`config.mk`:
```
export PLATFORM = sky130hd
export DESIGN_NAME = sad_sys_array
export DESIGN_NICKNAME = d
export VERILOG_FILES = /design/src/rtl/sad_pkg.sv /design/src/rtl/sad_pe.sv /design/src/rtl/sad_row.sv /design/src/rtl/sad_min_track.sv /design/src/rtl/sad_sys_array.sv
export SDC_FILE = /design/constraint.sdc
export NUM_CORES = 1
export LEC_CHECK = 0
export CORE_UTILIZATION = 38
export CTS_CLUSTER_SIZE = 12
export DETAILED_ROUTE_END_ITERATION = 8
export DONT_BUFFER_PORTS = 1
export GPL_TIMING_DRIVEN = 0
export HOLD_SLACK_MARGIN = 0.1
export SYNTH_ARGS = -nofsm -noshare
export SYNTH_HDL_FRONTEND = slang
export SYNTH_HIERARCHICAL = 1
export SYNTH_SLANG_ARGS = --single-unit
export TNS_END_PERCENT = 50
```
`constraint.sdc`:
```
create_clock -name clk_i -period 4 [get_ports clk_i]
set_clock_uncertainty 0.2 [all_clocks]
set_input_delay 0.6 -clock clk_i [delete_from_list [all_inputs] [get_ports clk_i]]
set_output_delay 0.6 -clock clk_i [all_outputs]
set_load 0.03 [all_outputs]
```
`src/rtl/sad_pkg.sv`:
```
package sad_pkg;
  typedef struct packed {
    logic vld;
    logic first;
    logic last;
  } tag_t;
endpackage

```
`src/rtl/sad_pe.sv`:
```
module sad_pe #(
  parameter int PIX_W = 8,
  parameter int STAGE = 0,
  parameter int SUM_W = 10
) (
  input  logic             clk_i,
  input  logic             rst_ni,
  input  logic [PIX_W-1:0] cur_i,
  input  logic [PIX_W-1:0] ref_i,
  input  logic [SUM_W-1:0] psum_i,
  output logic [SUM_W-1:0] psum_o
);
  localparam int unsigned PIX_MAX = (1 << PIX_W) - 1;
  localparam int unsigned LIM     = (STAGE + 1) * PIX_MAX;

  logic [PIX_W-1:0] cur_d, ref_d, ad;
  logic [SUM_W-1:0] psum_q;

  // skew the pixel pair so it meets the partial sum of the same column
  if (STAGE == 0) begin : g_noskew
    assign cur_d = cur_i;
    assign ref_d = ref_i;
  end else begin : g_skew
    logic [PIX_W-1:0] cur_sr [STAGE];
    logic [PIX_W-1:0] ref_sr [STAGE];
    always_ff @(posedge clk_i or negedge rst_ni) begin
      if (!rst_ni) begin
        for (int i = 0; i < STAGE; i++) begin
          cur_sr[i] <= '0;
          ref_sr[i] <= '0;
        end
      end else begin
        cur_sr[0] <= cur_i;
        ref_sr[0] <= ref_i;
        for (int i = 1; i < STAGE; i++) begin
          cur_sr[i] <= cur_sr[i-1];
          ref_sr[i] <= ref_sr[i-1];
        end
      end
    end
    assign cur_d = cur_sr[STAGE-1];
    assign ref_d = ref_sr[STAGE-1];
  end

  assign ad = (cur_d > ref_d) ? (cur_d - ref_d) : (ref_d - cur_d);

  always_ff @(posedge clk_i or negedge rst_ni) begin
    if (!rst_ni) psum_q <= '0;
    else         psum_q <= psum_i + SUM_W'(ad);
  end

  assign psum_o = psum_q;

  // partial sum never exceeds (stage+1) full-scale differences
  a_r3_pe_bound: assert property (@(posedge clk_i) disable iff (!rst_ni)
    psum_q <= SUM_W'(LIM));
endmodule

```
`src/rtl/sad_row.sv`:
```
module sad_row
  import sad_pkg::*;
#(
  parameter int PIX_W   = 8,
  parameter int N_PIX   = 4,
  parameter int ROW_IDX = 0,
  parameter int SUM_W   = 10,
  parameter int SAD_W   = 12
) (
  input  logic                   clk_i,
  input  logic                   rst_ni,
  input  logic [N_PIX*PIX_W-1:0] cur_i,
  input  tag_t                   tag_i,
  input  logic [N_PIX*PIX_W-1:0] srch_a_i,
  input  logic [N_PIX*PIX_W-1:0] srch_b_i,
  input  logic                   sel_i,
  output logic [SAD_W-1:0]       sad_o,
  output logic                   vld_o
);
  localparam int WORD_W = N_PIX * PIX_W;
  localparam int unsigned SAD_MAX = N_PIX * N_PIX * ((1 << PIX_W) - 1);

  logic [WORD_W-1:0] cur_d, ref_w;
  tag_t              tag_d, tag_e;
  logic [SUM_W-1:0]  ps [N_PIX+1];
  logic [SAD_W-1:0]  acc_q, acc_nxt;
  logic              vld_q;

  // row offset: current columns arrive ROW_IDX cycles late
  if (ROW_IDX == 0) begin : g_nodly
    assign cur_d = cur_i;
    assign tag_d = tag_i;
  end else begin : g_dly
    logic [WORD_W-1:0] cur_sr [ROW_IDX];
    tag_t              tag_sr [ROW_IDX];
    always_ff @(posedge clk_i or negedge rst_ni) begin
      if (!rst_ni) begin
        for (int i = 0; i < ROW_IDX; i++) begin
          cur_sr[i] <= '0;
          tag_sr[i] <= '0;
        end
      end else begin
        cur_sr[0] <= cur_i;
        tag_sr[0] <= tag_i;
        for (int i = 1; i < ROW_IDX; i++) begin
          cur_sr[i] <= cur_sr[i-1];
          tag_sr[i] <= tag_sr[i-1];
        end
      end
    end
    assign cur_d = cur_sr[ROW_IDX-1];
    assign tag_d = tag_sr[ROW_IDX-1];
  end

  assign ref_w = sel_i ? srch_b_i : srch_a_i;
  assign ps[0] = '0;

  for (genvar k = 0; k < N_PIX; k++) begin : g_pe
    sad_pe #(.PIX_W(PIX_W), .STAGE(k), .SUM_W(SUM_W)) u_pe (
      .clk_i  (clk_i),
      .rst_ni (rst_ni),
      .cur_i  (cur_d[k*PIX_W +: PIX_W]),
      .ref_i  (ref_w[k*PIX_W +: PIX_W]),
      .psum_i (ps[k]),
      .psum_o (ps[k+1])
    );
  end

  // tag follows the column sum through the chain
  tag_t tag_pl [N_PIX];
  always_ff @(posedge clk_i or negedge rst_ni) begin
    if (!rst_ni) begin
      for (int i = 0; i < N_PIX; i++) tag_pl[i] <= '0;
    end else begin
      tag_pl[0] <= tag_d;
      for (int i = 1; i < N_PIX; i++) tag_pl[i] <= tag_pl[i-1];
    end
  end
  assign tag_e = tag_pl[N_PIX-1];

  assign acc_nxt = tag_e.first ? SAD_W'(ps[N_PIX]) : acc_q + SAD_W'(ps[N_PIX]);

  always_ff @(posedge clk_i or negedge rst_ni) begin
    if (!rst_ni) begin
      acc_q <= '0;
      vld_q <= 1'b0;
    end else begin
      if (tag_e.vld) acc_q <= acc_nxt;
      vld_q <= tag_e.vld & tag_e.last;
    end
  end

  assign sad_o = acc_q;
  assign vld_o = vld_q;

  // a finished SAD stays within 16 full-scale differences
  a_r3_no_overflow: assert property (@(posedge clk_i) disable iff (!rst_ni)
    vld_q |-> (acc_q <= SAD_W'(SAD_MAX)));
endmodule

```
`src/rtl/sad_min_track.sv`:
```
module sad_min_track #(
  parameter int SAD_W  = 12,
  parameter int IDX_W  = 2,
  parameter int N_ROWS = 4
) (
  input  logic             clk_i,
  input  logic             rst_ni,
  input  logic             vld_i,
  input  logic [SAD_W-1:0] sad_i,
  input  logic [IDX_W-1:0] idx_i,
  output logic [SAD_W-1:0] best_sad_o,
  output logic [IDX_W-1:0] best_idx_o,
  output logic             done_o
);
  localparam logic [IDX_W-1:0] LAST_IDX = IDX_W'(N_ROWS - 1);

  logic [SAD_W-1:0] best_q;
  logic [IDX_W-1:0] idx_q;
  logic             done_q;

  always_ff @(posedge clk_i or negedge rst_ni) begin
    if (!rst_ni) begin
      best_q <= '1;
      idx_q  <= '0;
      done_q <= 1'b0;
    end else begin
      // candidate 0 opens a new block
      if (vld_i && (idx_i == '0 || sad_i < best_q)) begin
        best_q <= sad_i;
        idx_q  <= idx_i;
      end
      done_q <= vld_i && (idx_i == LAST_IDX);
    end
  end

  assign best_sad_o = best_q;
  assign best_idx_o = idx_q;
  assign done_o     = done_q;

  // first candidate reloads the tracker
  a_r7_first_load: assert property (@(posedge clk_i) disable iff (!rst_ni)
    (vld_i && idx_i == '0) |=> (best_q == $past(sad_i)));
  // later candidates never raise the best
  a_r7_no_rise: assert property (@(posedge clk_i) disable iff (!rst_ni)
    (vld_i && idx_i != '0) |=> (best_q <= $past(best_q) && best_q <= $past(sad_i)));
  // done only right after the last candidate
  a_r8_done_after_last: assert property (@(posedge clk_i) disable iff (!rst_ni)
    done_q |-> $past(vld_i && idx_i == LAST_IDX));
endmodule

```
`src/rtl/sad_sys_array.sv`:
```
module sad_sys_array
  import sad_pkg::*;
#(
  parameter int PIX_W  = 8,
  parameter int N_PIX  = 4,
  parameter int N_ROWS = 4,
  localparam int WORD_W = N_PIX * PIX_W,
  localparam int SAD_W  = PIX_W + $clog2(N_PIX * N_PIX),
  localparam int IDX_W  = (N_ROWS > 1) ? $clog2(N_ROWS) : 1
) (
  input  logic              clk_i,
  input  logic              rst_ni,
  input  logic              start_i,
  input  logic [WORD_W-1:0] cur_col_i,
  input  logic [WORD_W-1:0] srch_a_i,
  input  logic [WORD_W-1:0] srch_b_i,
  input  logic [N_ROWS-1:0] strip_sel_i,
  output logic [SAD_W-1:0]  sad_o,
  output logic              sad_vld_o,
  output logic [IDX_W-1:0]  cand_idx_o,
  output logic [SAD_W-1:0]  best_sad_o,
  output logic [IDX_W-1:0]  best_idx_o,
  output logic              blk_done_o
);
  localparam int SUM_W = PIX_W + $clog2(N_PIX);
  localparam int COL_W = (N_PIX > 1) ? $clog2(N_PIX) : 1;
  localparam logic [COL_W-1:0] LAST_COL = COL_W'(N_PIX - 1);

  logic             busy_q;
  logic [COL_W-1:0] col_q, col_cur;
  tag_t             tag_in;

  // column sequencer: start marks column 0, the rest follow
  assign col_cur = start_i ? '0 : col_q;
  assign tag_in  = '{vld: start_i | busy_q, first: col_cur == '0, last: col_cur == LAST_COL};

  always_ff @(posedge clk_i or negedge rst_ni) begin
    if (!rst_ni) begin
      busy_q <= 1'b0;
      col_q  <= '0;
    end else if (start_i || busy_q) begin
      busy_q <= (col_cur != LAST_COL);
      col_q  <= col_cur + COL_W'(1);
    end
  end

  logic [SAD_W-1:0]  row_sad [N_ROWS];
  logic [N_ROWS-1:0] row_vld;

  for (genvar r = 0; r < N_ROWS; r++) begin : g_row
    sad_row #(
      .PIX_W(PIX_W), .N_PIX(N_PIX), .ROW_IDX(r), .SUM_W(SUM_W), .SAD_W(SAD_W)
    ) u_row (
      .clk_i    (clk_i),
      .rst_ni   (rst_ni),
      .cur_i    (cur_col_i),
      .tag_i    (tag_in),
      .srch_a_i (srch_a_i),
      .srch_b_i (srch_b_i),
      .sel_i    (strip_sel_i[r]),
      .sad_o    (row_sad[r]),
      .vld_o    (row_vld[r])
    );
  end

  // rows finish on distinct cycles, so an OR mux suffices
  logic [SAD_W-1:0] sad_mux;
  logic [IDX_W-1:0] idx_mux;
  always_comb begin
    sad_mux = '0;
    idx_mux = '0;
    for (int r = 0; r < N_ROWS; r++) begin
      if (row_vld[r]) begin
        sad_mux = sad_mux | row_sad[r];
        idx_mux = idx_mux | IDX_W'(r);
      end
    end
  end

  assign sad_o      = sad_mux;
  assign sad_vld_o  = |row_vld;
  assign cand_idx_o = idx_mux;

  sad_min_track #(.SAD_W(SAD_W), .IDX_W(IDX_W), .N_ROWS(N_ROWS)) u_min (
    .clk_i      (clk_i),
    .rst_ni     (rst_ni),
    .vld_i      (sad_vld_o),
    .sad_i      (sad_mux),
    .idx_i      (idx_mux),
    .best_sad_o (best_sad_o),
    .best_idx_o (best_idx_o),
    .done_o     (blk_done_o)
  );

  // at most one row reports per cycle
  a_r6_onehot: assert property (@(posedge clk_i) disable iff (!rst_ni)
    $onehot0(row_vld));

  // row r+1 reports the cycle after row r
  for (genvar r = 0; r < N_ROWS - 1; r++) begin : g_stagger
    a_r6_row_stagger: assert property (@(posedge clk_i) disable iff (!rst_ni)
      row_vld[r] |=> row_vld[r+1]);
  end
endmodule

```
==> flow_metrics.py, run 1 <==
metrics = {
    "timing": {
        "slew-limit-headroom_pct": 24.5,
        "rsz0062_at_grt": "true",
        "tightestPinTransition_ps": 1130,
        "setup_viol": 0,
        "setup_tns_ps": 0,
        "fin_crit_ps": 3870,
        "fin_crit_sh_pct": 96.8,
        "fin_ws_ps": 127,
        "fmax_ghz": 0.258,
        "finalHoldViolCount": 0,
        "whs_ps": 136,
        "finalMaxSlewViolations": 0,
    },
    "place": {
        "gp_congestion": 0.912,
        "io_buffer_count": 0,
        "post_dp_cell_area_mm2": 0.0458,
        "dp_slack_ps": -370,
        "dp.cells": 5330,
        "dp_hpwl_um": 73900,
    },
    "global_routing": {
        "grt_max_degree": 873,
        "grtUsageTotal_pct": 17.3,
        "grt_pass1_wl_um": 157000,
        "gr-total-overflow": 0,
        "antenna_found_initial": 27,
        "grt_pass1_vias": 27900,
    },
    "cells_and_area": {
        "drive_gt1_share_pct": 12.4,
        "fin_cells": 5616,
        "fillers": 10600,
        "fin_nets": 4606,
        "fin_area_mm2": 0.0504,
        "syn_to_final_growth_pct": 15.3,
        "final_util_pct": 44.2,
    },
    "route": {
        "wl_met2_um": 45100,
        "drt-wirelength-per-cell_um": 18.1,
        "met3_length_um": 6320,
        "ant_nets": 0,
        "vias_per_cell": 4.97,
        "first_pass_iters": 5,
        "wl_um": 101000,
        "highest_layer": "met5",
        "drc": 0,
        "drtIter0Drc": 1610,
        "vias": 27900,
        "drt-met1-wl_um": 46400,
    },
    "floorplan": {
        "start_util_pct": 38.3,
        "die_w_um": 341,
        "die_y_um": 341,
        "die_area_mm2": 0.116,
        "num_rows": 124,
        "core_mm2": 0.114,
        "io_pins": 133,
    },
    "power": {
        "vdd_drop_max_uv": 421,
        "pwr_density_cell_mw_per_mm2": 679,
        "swShare_pct": 36.6,
        "power.total_mw": 34.3,
        "clkPwrFrac_pct": 25.1,
        "p_int_mw": 21.7,
        "p_leak_nw": 23.4,
        "p_seq_share_pct": 34.8,
        "power_frac_comb_pct": 40.1,
        "switchingPower_mw": 12.5,
    },
    "yosys": {
        "synth.area.top_cells": "dfrtp_1 (49%), ha_1 (12%), inv_1 (3.3%)",
        "synthesis.instances": 3774,
        "synth_largest_area_cell": "dfrtp_1",
        "yosys_warnings": 6,
        "synth.yosys.seq_area_share_pct": 49.9,
        "async_flop_share_pct": 100,
        "synth_seq_cells": 872,
        "synth_edf_count": 0,
        "ys_types": 79,
        "synth.top_cell.area_share_pct": 49.2,
        "ys.flop_type": "dfrtp_1",
        "syn_avg_cell_area_um2": 11.6,
        "synthesis.area_mm2": 0.0437,
    },
    "cts": {
        "h-tree-depth": 3,
        "clk-insertion-delay-late_ps": 660,
        "clock-sinks": 872,
        "cts_buffers": 93,
        "clkTransAtPathRegs_ps": 70,
        "cts-root-buf": "clkbuf_16",
        "cts_tree": "built",
        "cts.path.max_buffers": 3,
    },
    "critical_path": {
        "arrival_ps": 4180,
        "critical_path_buf_inv_count": 1,
        "cp_top_family": "compound AO/OA/AOI/OAI gates",
        "cpMaxStageDelayCell": "dfrtp_1",
        "crit_chain": "ha_1, inv_1, fa_1, a21o_1, a221oi_4, a21oi_4, mux2i_1, xnor2_1, ha_1, nor2b_1, o21ai_0, a21oi_1, o41ai_2, xnor2_1",
        "crit_path_end_kind": "register",
        "cp.required_ps": 4310,
        "cpPeakStageDelay_ps": 400,
        "startpoint_type": "register",
        "path_class": "register to register",
        "cp_max_fo": 6,
    },
    "hold_path": {
        "hp-class": "register to register",
    },
    "flow_run": {
        "cap_violations": 0,
    },
    "outcome": {
        "outcome": "completed",
    },
}
[power by group through the flow]
stage | clock [mW] | sequential, mW | combinational [mW]
after floorplan | 0 | 11.4 | 10.5
after global placement | 0 | 12.0 | 12.8
after detailed placement | 0 | 12.1 | 12.9
after CTS | 8.86 | 11.9 | 13.2
after global routing | 9.22 | 12.1 | 15.3
final | 8.60 | 11.9 | 13.7
[cell usage in the layout, fill, tap and decap left out, types with 82 or more instances in the layout]
| cell | instances |
|---|---|
| a21o_1 | 84 |
| a21oi_1 | 247 |
| clkbuf_16 | 93 |
| dfrtp_1 | 860 |
| dlygate4sd3_1 | 107 |
| ha_1 | 419 |
| inv_1 | 387 |
| mux2_2 | 121 |
| mux2i_1 | 94 |
| nand2_1 | 185 |
| nor2_1 | 190 |
| xnor2_1 | 130 |
| xor2_1 | 82 |
[layout make-up]
cell class	count	area (um2)	area share, %
Buffer	101	684	1.36
Tap cell	1512	1890	3.75
Timing Repair Buffer	117	1290	2.56
Multi-Input combinational cell	2439	20100	39.8
Clock inverter	29	494	0.980
Inverter	406	1520	3.02
Clock buffer	121	2560	5.08
Sequential cell	872	21800	43.3
Antenna cell	19	47.5	0.0943
[worst paths after layout]
kind                                                          startpoint                               endpoint  slack [ps]  cells past startpoint
min in group asynchronous                                         rst_ni                g_row[3].u_row/sad_o[5]         520                      3
hold reg to reg            g_row[2].u_row/g_pe[2].u_pe/g_skew.ref_sr[15]   g_row[2].u_row/g_pe[2].u_pe/ref_d[7]         140                      0
hold / removal             g_row[2].u_row/g_pe[2].u_pe/g_skew.ref_sr[15]   g_row[2].u_row/g_pe[2].u_pe/ref_d[7]         140                      0
setup reg to reg            g_row[3].u_row/g_pe[1].u_pe/g_skew.ref_sr[0]  g_row[3].u_row/g_pe[1].u_pe/psum_o[8]         130                     14
setup / recovery            g_row[3].u_row/g_pe[1].u_pe/g_skew.ref_sr[0]  g_row[3].u_row/g_pe[1].u_pe/psum_o[8]         130                     14
max in group asynchronous                                         rst_ni  g_row[0].u_row/g_pe[0].u_pe/psum_o[0]         640                      5
[synth_stat cells, drive strengths merged, types with 17 or more instances]
master,number
ha,421
a211oi,39
nand2,186
nand4,58
nand3,35
xor2,85
nor2,190
a22oi,27
mux2,145
a221oi,17
nor3,23
buf,78
a21o,108
mux2i,95
fa,52
a31oi,58
clkbuf,23
inv,406
o21a,36
o211ai,52
o22ai,41
a21oi,263
dfrtp,860
xnor2,133
nor2b,57
and3,39
nand3b,32
o21ai,84
[metal layers]
| metal | track usage [%] | vias to the layer above |
|---|---|---|
| met5 | 0 | - |
| met3 | 4.31 | 194 |
| met4 | 6.00 | 30 |
| met1 | 23.4 | 13500 |
| met2 | 27.1 | 624 |
| li1 | - | 13500 |
[kinds of logic after synthesis]
logic type / count (synthesis) / share of synthesized area (%)
DFF: 872 / 49.9
AOI/OAI and AO/OA: 800 / 12.8
and+or+nand+nor: 660 / 7.35
buffers and inverters: 507 / 5.05
adders and majority gates: 473 / 14.4
muxes: 240 / 6.05
xor gates and xnor gates: 218 / 4.37
other: 4 / 0.0343
[sequential cells by signal, summed over array words and instances (netlist names)]
name,count
g_row.u_row/g_pe.u_pe/psum_o,160
u_min/done_o,1
g_row.u_row/sad_o,48
g_row.u_row/tag_e,12
g_row.u_row/g_dly.cur_sr,96
g_row.u_row/tag_pl,36
busy_q,1
g_row.u_row/g_pe.u_pe/g_skew.ref_sr,128
g_row.u_row/g_pe.u_pe/ref_d,64
g_row.u_row/g_pe.u_pe/g_skew.cur_sr,96
g_row.u_row/vld_o,4
g_row.u_row/cur_d,96
u_min/best_sad_o,12
g_row.u_row/g_pe.u_pe/cur_d,96
u_min/best_idx_o,2
col_q,2
g_row.u_row/g_dly.tag_sr,18
[repair_timing]
| item | 4_1_cts | 5_1_grt |
|---|---|---|
| hold buffers | 105 | 6 |
| cloned | 0 | 0 |
| pin swaps | 0 | 6 |
| gates resized for setup | 3 | 36 |
| buffers inserted | 0 | 2 |
| setup endpoints to repair | 3 | 21 |
| endpoints found under the hold margin | 1095 | 416 |
Power figures use the tool's default switching activity.
==> run 2, diff against run 1 <==
SYNTH_HIERARCHICAL = not set   (was 1)
clock period = 4.25 ns   (was 4 ns; I/O delays follow)
==> run 2 against run 1 <==
Effect of this change:
- the run now ends with hold timing, slew limit left
- largest cell class is now multi-input gates
- combinational power down 29%
- clock-buffer cell count down 29
- critical path depth up 4
- first-iteration DRC count down 29%
- critical endpoint is now g_row[0].u_row.g_pe[3].u_pe.psum_o[8]
- register-to-register slack better by 90 ps
- largest power group unchanged
==> flow_metrics.py, run 2 <==
metrics = {
    "cells_and_area": {
        "final_cell_mix": "dfrtp_1 (561), inv_1 (422), ha_1 (389)",
        "fin_nets": 3782,
        "drive_gt1_share_pct": 11.9,
        "fin_cells": 4461,
        "largest_reg_flops": 148,
        "syn_to_final_growth_pct": 14.9,
        "mostFrequentLayoutCell": "dfrtp_1",
        "final_util_pct": 44.3,
    },
    "yosys": {
        "ys.flop_type": "dfrtp_1",
        "ys_types": 72,
        "synth_seq_cells": 575,
        "synth.yosys.seq_area_share_pct": 42.9,
        "synthesis.instances": 3048,
        "synth.top_cell.area_share_pct": 42.0,
        "synthesis.nets": 3588,
        "synthTopCellsByCount": "dfrtp_1 (563), inv_1 (422), ha_1 (389)",
        "async_flop_share_pct": 100,
        "yosysMostFrequentCell": "dfrtp_1",
        "synth_largest_area_cell": "dfrtp_1",
        "synth_edf_count": 0,
        "synth.area.top_cells": "dfrtp_1 (42%), ha_1 (14%), mux2_2 (4.8%)",
        "synthesis.area_mm2": 0.0336,
        "yosys_warnings": 0,
        "syn_avg_cell_area_um2": 11.0,
    },
    "timing": {
        "fmax_ghz": 0.248,
        "finalHoldViolCount": 563,
        "whs_ps": -502,
        "finalMaxSlewViolations": 436,
        "tightestPinTransition_ps": 1970,
        "fin_ws_ps": 217,
        "fin_crit_sh_pct": 94.9,
        "slew-limit-headroom_pct": -31.1,
        "rsz0062_at_grt": "true",
        "fin_crit_ps": 4030,
        "setup_viol": 0,
        "setup_tns_ps": 0,
    },
    "floorplan": {
        "die_y_um": 299,
        "num_rows": 108,
        "die_w_um": 299,
        "die_area_mm2": 0.0895,
        "core_mm2": 0.0872,
        "io_pins": 133,
        "start_util_pct": 38.5,
    },
    "route": {
        "wl_um": 77800,
        "drtIter0Drc": 1146,
        "first_pass_iters": 5,
        "vias": 22200,
        "vias_per_cell": 4.97,
        "drt-wirelength-per-cell_um": 17.4,
        "drc": 0,
        "ant_nets": 0,
    },
    "flow_run": {
        "cap_violations": 0,
    },
    "power": {
        "swShare_pct": 36.9,
        "switchingPower_mw": 8.59,
        "p_leak_nw": 18.6,
        "pwr_density_cell_mw_per_mm2": 604,
        "p_seq_share_pct": 33.9,
        "p_int_mw": 14.7,
        "clkPwrFrac_pct": 24.1,
        "vdd_drop_max_uv": 429,
        "power_frac_comb_pct": 41.9,
    },
    "place": {
        "dp_slack_ps": -431,
        "dp_hpwl_um": 58800,
        "io_buffer_count": 0,
        "dp.cells": 4203,
        "gp_congestion": 0.905,
    },
    "cts": {
        "clock-sinks": 575,
        "cts-root-buf": "clkbuf_16",
        "ctsHoldBuffers": 105,
        "h-tree-depth": 2,
        "cts_tree": "built",
        "clkTransAtPathRegs_ps": 60,
        "clk-insertion-delay-late_ps": 660,
        "cts.path.max_buffers": 3,
        "cts_buffers": 61,
    },
    "global_routing": {
        "antenna_found_initial": 23,
        "grt_max_degree": 576,
        "grt_pass1_vias": 22200,
        "gr-total-overflow": 0,
        "grtUsageTotal_pct": 17.5,
        "grt_pass1_wl_um": 123000,
    },
    "outcome": {
        "violations": "hold timing, slew limit",
        "outcome": "finished with violations",
    },
    "critical_path": {
        "ff2ff_setup_slack_ps": 220,
        "cp-endpoint": "g_row[0].u_row.g_pe[3].u_pe.psum_o[8]",
        "crit_path_end_kind": "register",
        "arrival_ps": 4360,
        "reg2regPathDepth": 18,
        "reg2reg_to": "g_row[0].u_row.g_pe[3].u_pe.psum_o[8]",
        "startpoint_type": "register",
        "cp.required_ps": 4580,
        "crit_start": "g_row[3].u_row.cur_d[24]",
        "cp_max_fo": 6,
        "path_class": "register to register",
        "reg2reg_from": "g_row[3].u_row.cur_d[24]",
    },
    "hold_path": {
        "hp-class": "primary input to asynchronous set/reset pin",
    },
}
-- run 2: cell type report --
class                   count  area [um2]
fillers                  8231       48600
multi-input cells        1982       17400
flip-flops and latches    575       14400
clock buffers              92        1790
inverters                 422        1580
well taps                1155        1450
repair buffers            132        1250
clock inverters            19         352
plain buffers              68         293
diodes                     16        40.0
-- run 2: power groups by stage --
| stage | Clock, mW | Sequential (mW) | Combinational [mW] |
|---|---|---|---|
| after global routing | 6.00 | 8.03 | 11.1 |
| after detailed placement | 0 | 7.99 | 9.41 |
| after floorplan | 0 | 7.45 | 7.68 |
| after CTS | 5.77 | 7.90 | 9.59 |
| final | 5.62 | 7.90 | 9.76 |
| after global placement | 0 | 7.97 | 9.27 |
-- run 2: timing repair --
item | CTS | global route
endpoints found under the setup margin | 2 | 37
gates resized for setup | 0 | 35
pin swaps | 1 | 14
buffers inserted | 1 | 26
hold endpoints to repair | 711 | 575
-- run 2: critical path: stages, from the launching register on --
cell and delay (ps):
dfrtp_1 390, inv_1 60, ha_1 140, inv_1 60
fa_1 380, a21o_1 190, a21oi_2 180, o22ai_2 110
o22ai_4 260, mux2i_1 250, xnor2_1 150, ha_1 280
nor2b_1 140, o21ai_0 150, nand2b_1 110, a21o_1 200
a21oi_2 180, o21ai_0 130, xor2_1 340
-- run 2: worst min-delay path by stage --
stage                                                       to  slack, ps
after floorplan           g_row[0].u_row.g_pe[2].u_pe.ref_d[0]        130
after global placement    g_row[2].u_row.g_pe[3].u_pe.ref_d[7]        130
after detailed placement  g_row[0].u_row.g_pe[2].u_pe.ref_d[4]        130
after CTS                              g_row[3].u_row.sad_o[5]       -540
after global routing                   g_row[3].u_row.sad_o[5]       -540
final                                  g_row[3].u_row.sad_o[5]       -500
-- run 2: cells by family after synthesis --
family	count (synthesis)	synth area share, %
compound gates	697	14.4
xor+xnor	193	5.03
fa+ha+maj	437	17.4
buf+inv	491	5.57
flops	575	42.9
mux	271	8.78
simple gates	384	5.97
-- run 2: per-layer routing --
layer | global-route usage [%] | share of wire (%)
met1 | 24.0 | 46
met2 | 27.4 | 45
met3 | 4.42 | 6.7
met4 | 4.54 | 2.3
met5 | 0 | 0.18
-- run 2: stage by stage --
stage	power [mW]	instance area, um2
2_1_floorplan	15.1	33600
3_3_place_gp	17.2	35000
3_5_place_dp	17.4	35000
4_1_cts	23.3	38200
5_1_grt	25.1	38600
6_report	23.3	38600
==> run 3, diff against run 2 <==
CELL_PAD_IN_SITES_DETAIL_PLACEMENT = 2   (was not set)
CELL_PAD_IN_SITES_GLOBAL_PLACEMENT = 2   (was not set)
PLACE_DENSITY_LB_ADDON = 0.1   (was not set)
==> run 3 against run 2 <==
Effect of this change:
- critical path depth down 1
- critical endpoint is now g_row[0].u_row.g_pe[1].u_pe.psum_o[8]
- final cell count up 0.40%
- total power up 5.2%
- the run still ends with hold timing, slew limit left
- via count up 5.4%
==> flow_metrics.py, run 3 (synthesized netlist as in run 2, its figures left out) <==
metrics = {
    "critical_path": {
        "cp_max_fo": 6,
        "reg2regPathDepth": 17,
        "crit_chain": "inv_1, ha_1, inv_1, fa_1, a21o_1, a21oi_2, o22ai_2, o22ai_4, buf_4, mux2_1, a211oi_2, xnor2_1, ha_1, o21ai_0, nand2b_1, a21o_1, a21o_1",
        "path_common_cell": "a21o_1",
        "startpoint_type": "register",
        "arrival_ps": 4500,
        "crit_path_end_kind": "register",
        "cpMaxStageDelayCell": "fa_1",
        "cp.required_ps": 4530,
        "cpPeakStageDelay_ps": 460,
        "path_class": "register to register",
    },
    "timing": {
        "finalMaxSlewViolations": 370,
        "fin_crit_sh_pct": 99.2,
        "finalHoldViolCount": 280,
        "slew-limit-headroom_pct": -88.2,
        "setup_tns_ps": 0,
        "setup_viol": 0,
        "rsz0062_at_grt": "true",
        "fmax_ghz": 0.237,
        "whs_ps": -462,
        "fin_crit_ps": 4220,
        "tightestPinTransition_ps": 2820,
    },
    "place": {
        "dp.cells": 4203,
        "gp_congestion": 0.891,
        "dp_hpwl_um": 75700,
        "io_buffer_count": 0,
    },
    "power": {
        "p_seq_share_pct": 32.4,
        "clkPwrFrac_pct": 24.2,
        "power.total_mw": 24.5,
        "swShare_pct": 38.8,
        "power_frac_comb_pct": 43.4,
        "p_leak_nw": 18.8,
        "pwr_density_cell_mw_per_mm2": 630,
        "switchingPower_mw": 9.49,
        "p_int_mw": 15.0,
        "vdd_drop_max_uv": 292,
    },
    "cts": {
        "cts.path.max_buffers": 3,
        "ctsHoldBuffers": 105,
        "clkTransAtPathRegs_ps": 60,
        "cts-root-buf": "clkbuf_16",
        "clk-insertion-delay-late_ps": 620,
        "clock-sinks": 575,
        "h-tree-depth": 3,
        "cts_buffers": 69,
        "cts_tree": "built",
    },
    "cells_and_area": {
        "fillers": 8926,
        "largest_reg_flops": 148,
        "mostFrequentLayoutCell": "dfrtp_1",
        "drive_gt1_share_pct": 13.2,
        "syn_to_final_growth_pct": 15.8,
        "final_cell_mix": "dfrtp_1 (562), inv_1 (422), ha_1 (388)",
        "fin_nets": 3805,
        "fin_cells": 4479,
    },
    "global_routing": {
        "grt_pass1_vias": 26900,
        "antenna_found_initial": 14,
        "gr-total-overflow": 0,
        "grtUsageTotal_pct": 22.5,
        "grt_max_degree": 576,
        "grt_pass1_wl_um": 156000,
    },
    "route": {
        "drtIter0Drc": 783,
        "drt-wirelength-per-cell_um": 22.3,
        "wl_um": 100000,
        "first_pass_iters": 4,
        "drc": 0,
        "vias": 23400,
        "ant_nets": 0,
        "vias_per_cell": 5.22,
    },
    "outcome": {
        "violations": "hold timing, slew limit",
        "outcome": "finished with violations",
    },
    "floorplan": {
        "num_rows": 108,
        "die_w_um": 299,
        "start_util_pct": 38.5,
        "die_area_mm2": 0.0895,
        "core_mm2": 0.0872,
        "io_pins": 133,
        "die_y_um": 299,
    },
    "flow_run": {
        "cap_violations": 0,
    },
    "hold_path": {
        "hp-class": "primary input to asynchronous set/reset pin",
    },
}
[run 3: changes by cell type in the layout (fill, tap and decap cells not counted), sizes merged]
cell	change
bufinv	-6
buf	+16
diode	-12
clkbuf	+13
inv	+2
clkinvlp	+4
clkinv	+1
[run 3: what timing repair did]
action	in CTS	in global routing
pin swaps	4	21
endpoints found under the setup margin	15	50
endpoints found under the hold margin	710	575
setup buffers	8	35
gates resized for setup	12	51
[run 3: layout make-up]
type	instances	area [um2]	share of cell area, %
clock inverter	20	193	0.495
tap	1155	1450	3.72
multi-input combinational	1982	17500	45.0
clock buffer	106	2090	5.37
inverter	422	1580	4.07
buffer	67	290	0.746
antenna	4	10.0	0.0257
sequential	575	14400	37.0
timing repair buffer	148	1380	3.54
[run 3: path summary, 6_finish.rpt]
path,from,end,slack (ps)
max in group asynchronous,rst_ni,g_row[3].u_row.g_dly.cur_sr[72],2100
min in group clk_i,g_row[1].u_row.g_pe[3].u_pe.g_skew.ref_sr[19],g_row[1].u_row.g_pe[3].u_pe.g_skew.ref_sr[11],140
hold / removal,rst_ni,g_row[3].u_row.sad_o[8],-460
hold reg to reg,g_row[1].u_row.g_pe[3].u_pe.g_skew.ref_sr[19],g_row[1].u_row.g_pe[3].u_pe.g_skew.ref_sr[11],140
setup / recovery,g_row[3].u_row.g_dly.cur_sr[72],g_row[0].u_row.g_pe[1].u_pe.psum_o[8],30
setup reg to reg,g_row[3].u_row.g_dly.cur_sr[72],g_row[0].u_row.g_pe[1].u_pe.psum_o[8],30
[run 3: metrics by stage]
step | hold WS [ps] | setup slack (ps) | utilization, % | area (um2)
3_5_place_dp | 136 | -766 | 40.2 | 35000
3_3_place_gp | 134 | -577 | 40.2 | 35000
4_1_cts | -507 | -28.0 | 44.1 | 38500
6_report | -462 | 34.7 | 44.6 | 38900
2_1_floorplan | 131 | 431 | - | 33600
5_1_grt | -500 | -126 | 44.6 | 38900
[run 3: power groups by stage]
stage	Sequential [mW]	Combinational, mW	Clock (mW)
after global routing	8.06	11.9	6.31
after floorplan	7.45	7.68	0
final	7.92	10.6	5.93
after global placement	7.98	9.53	0
after CTS	7.95	10.4	6.13
after detailed placement	8.03	10.1	0
[run 3: critical path: cells and delay by family (launching register included)]
kind | cells | cell delay [ps]
DFF | 1 | 420
xor gates and xnor gates | 1 | 120
muxes | 1 | 340
AOI/OAI and AO/OA | 8 | 1640
and+or+nand+nor | 1 | 130
adders and majority gates | 3 | 940
buffers and inverters | 3 | 330
[run 3: metal layers]
metal	global-route usage (%)	share of wire [%]	vias up
met5	0	0.11	-
met4	7.24	3.4	16
met3	4.17	3.6	164
met2	41.2	52	320
met1	26.3	41	12000
li1	-	-	10900
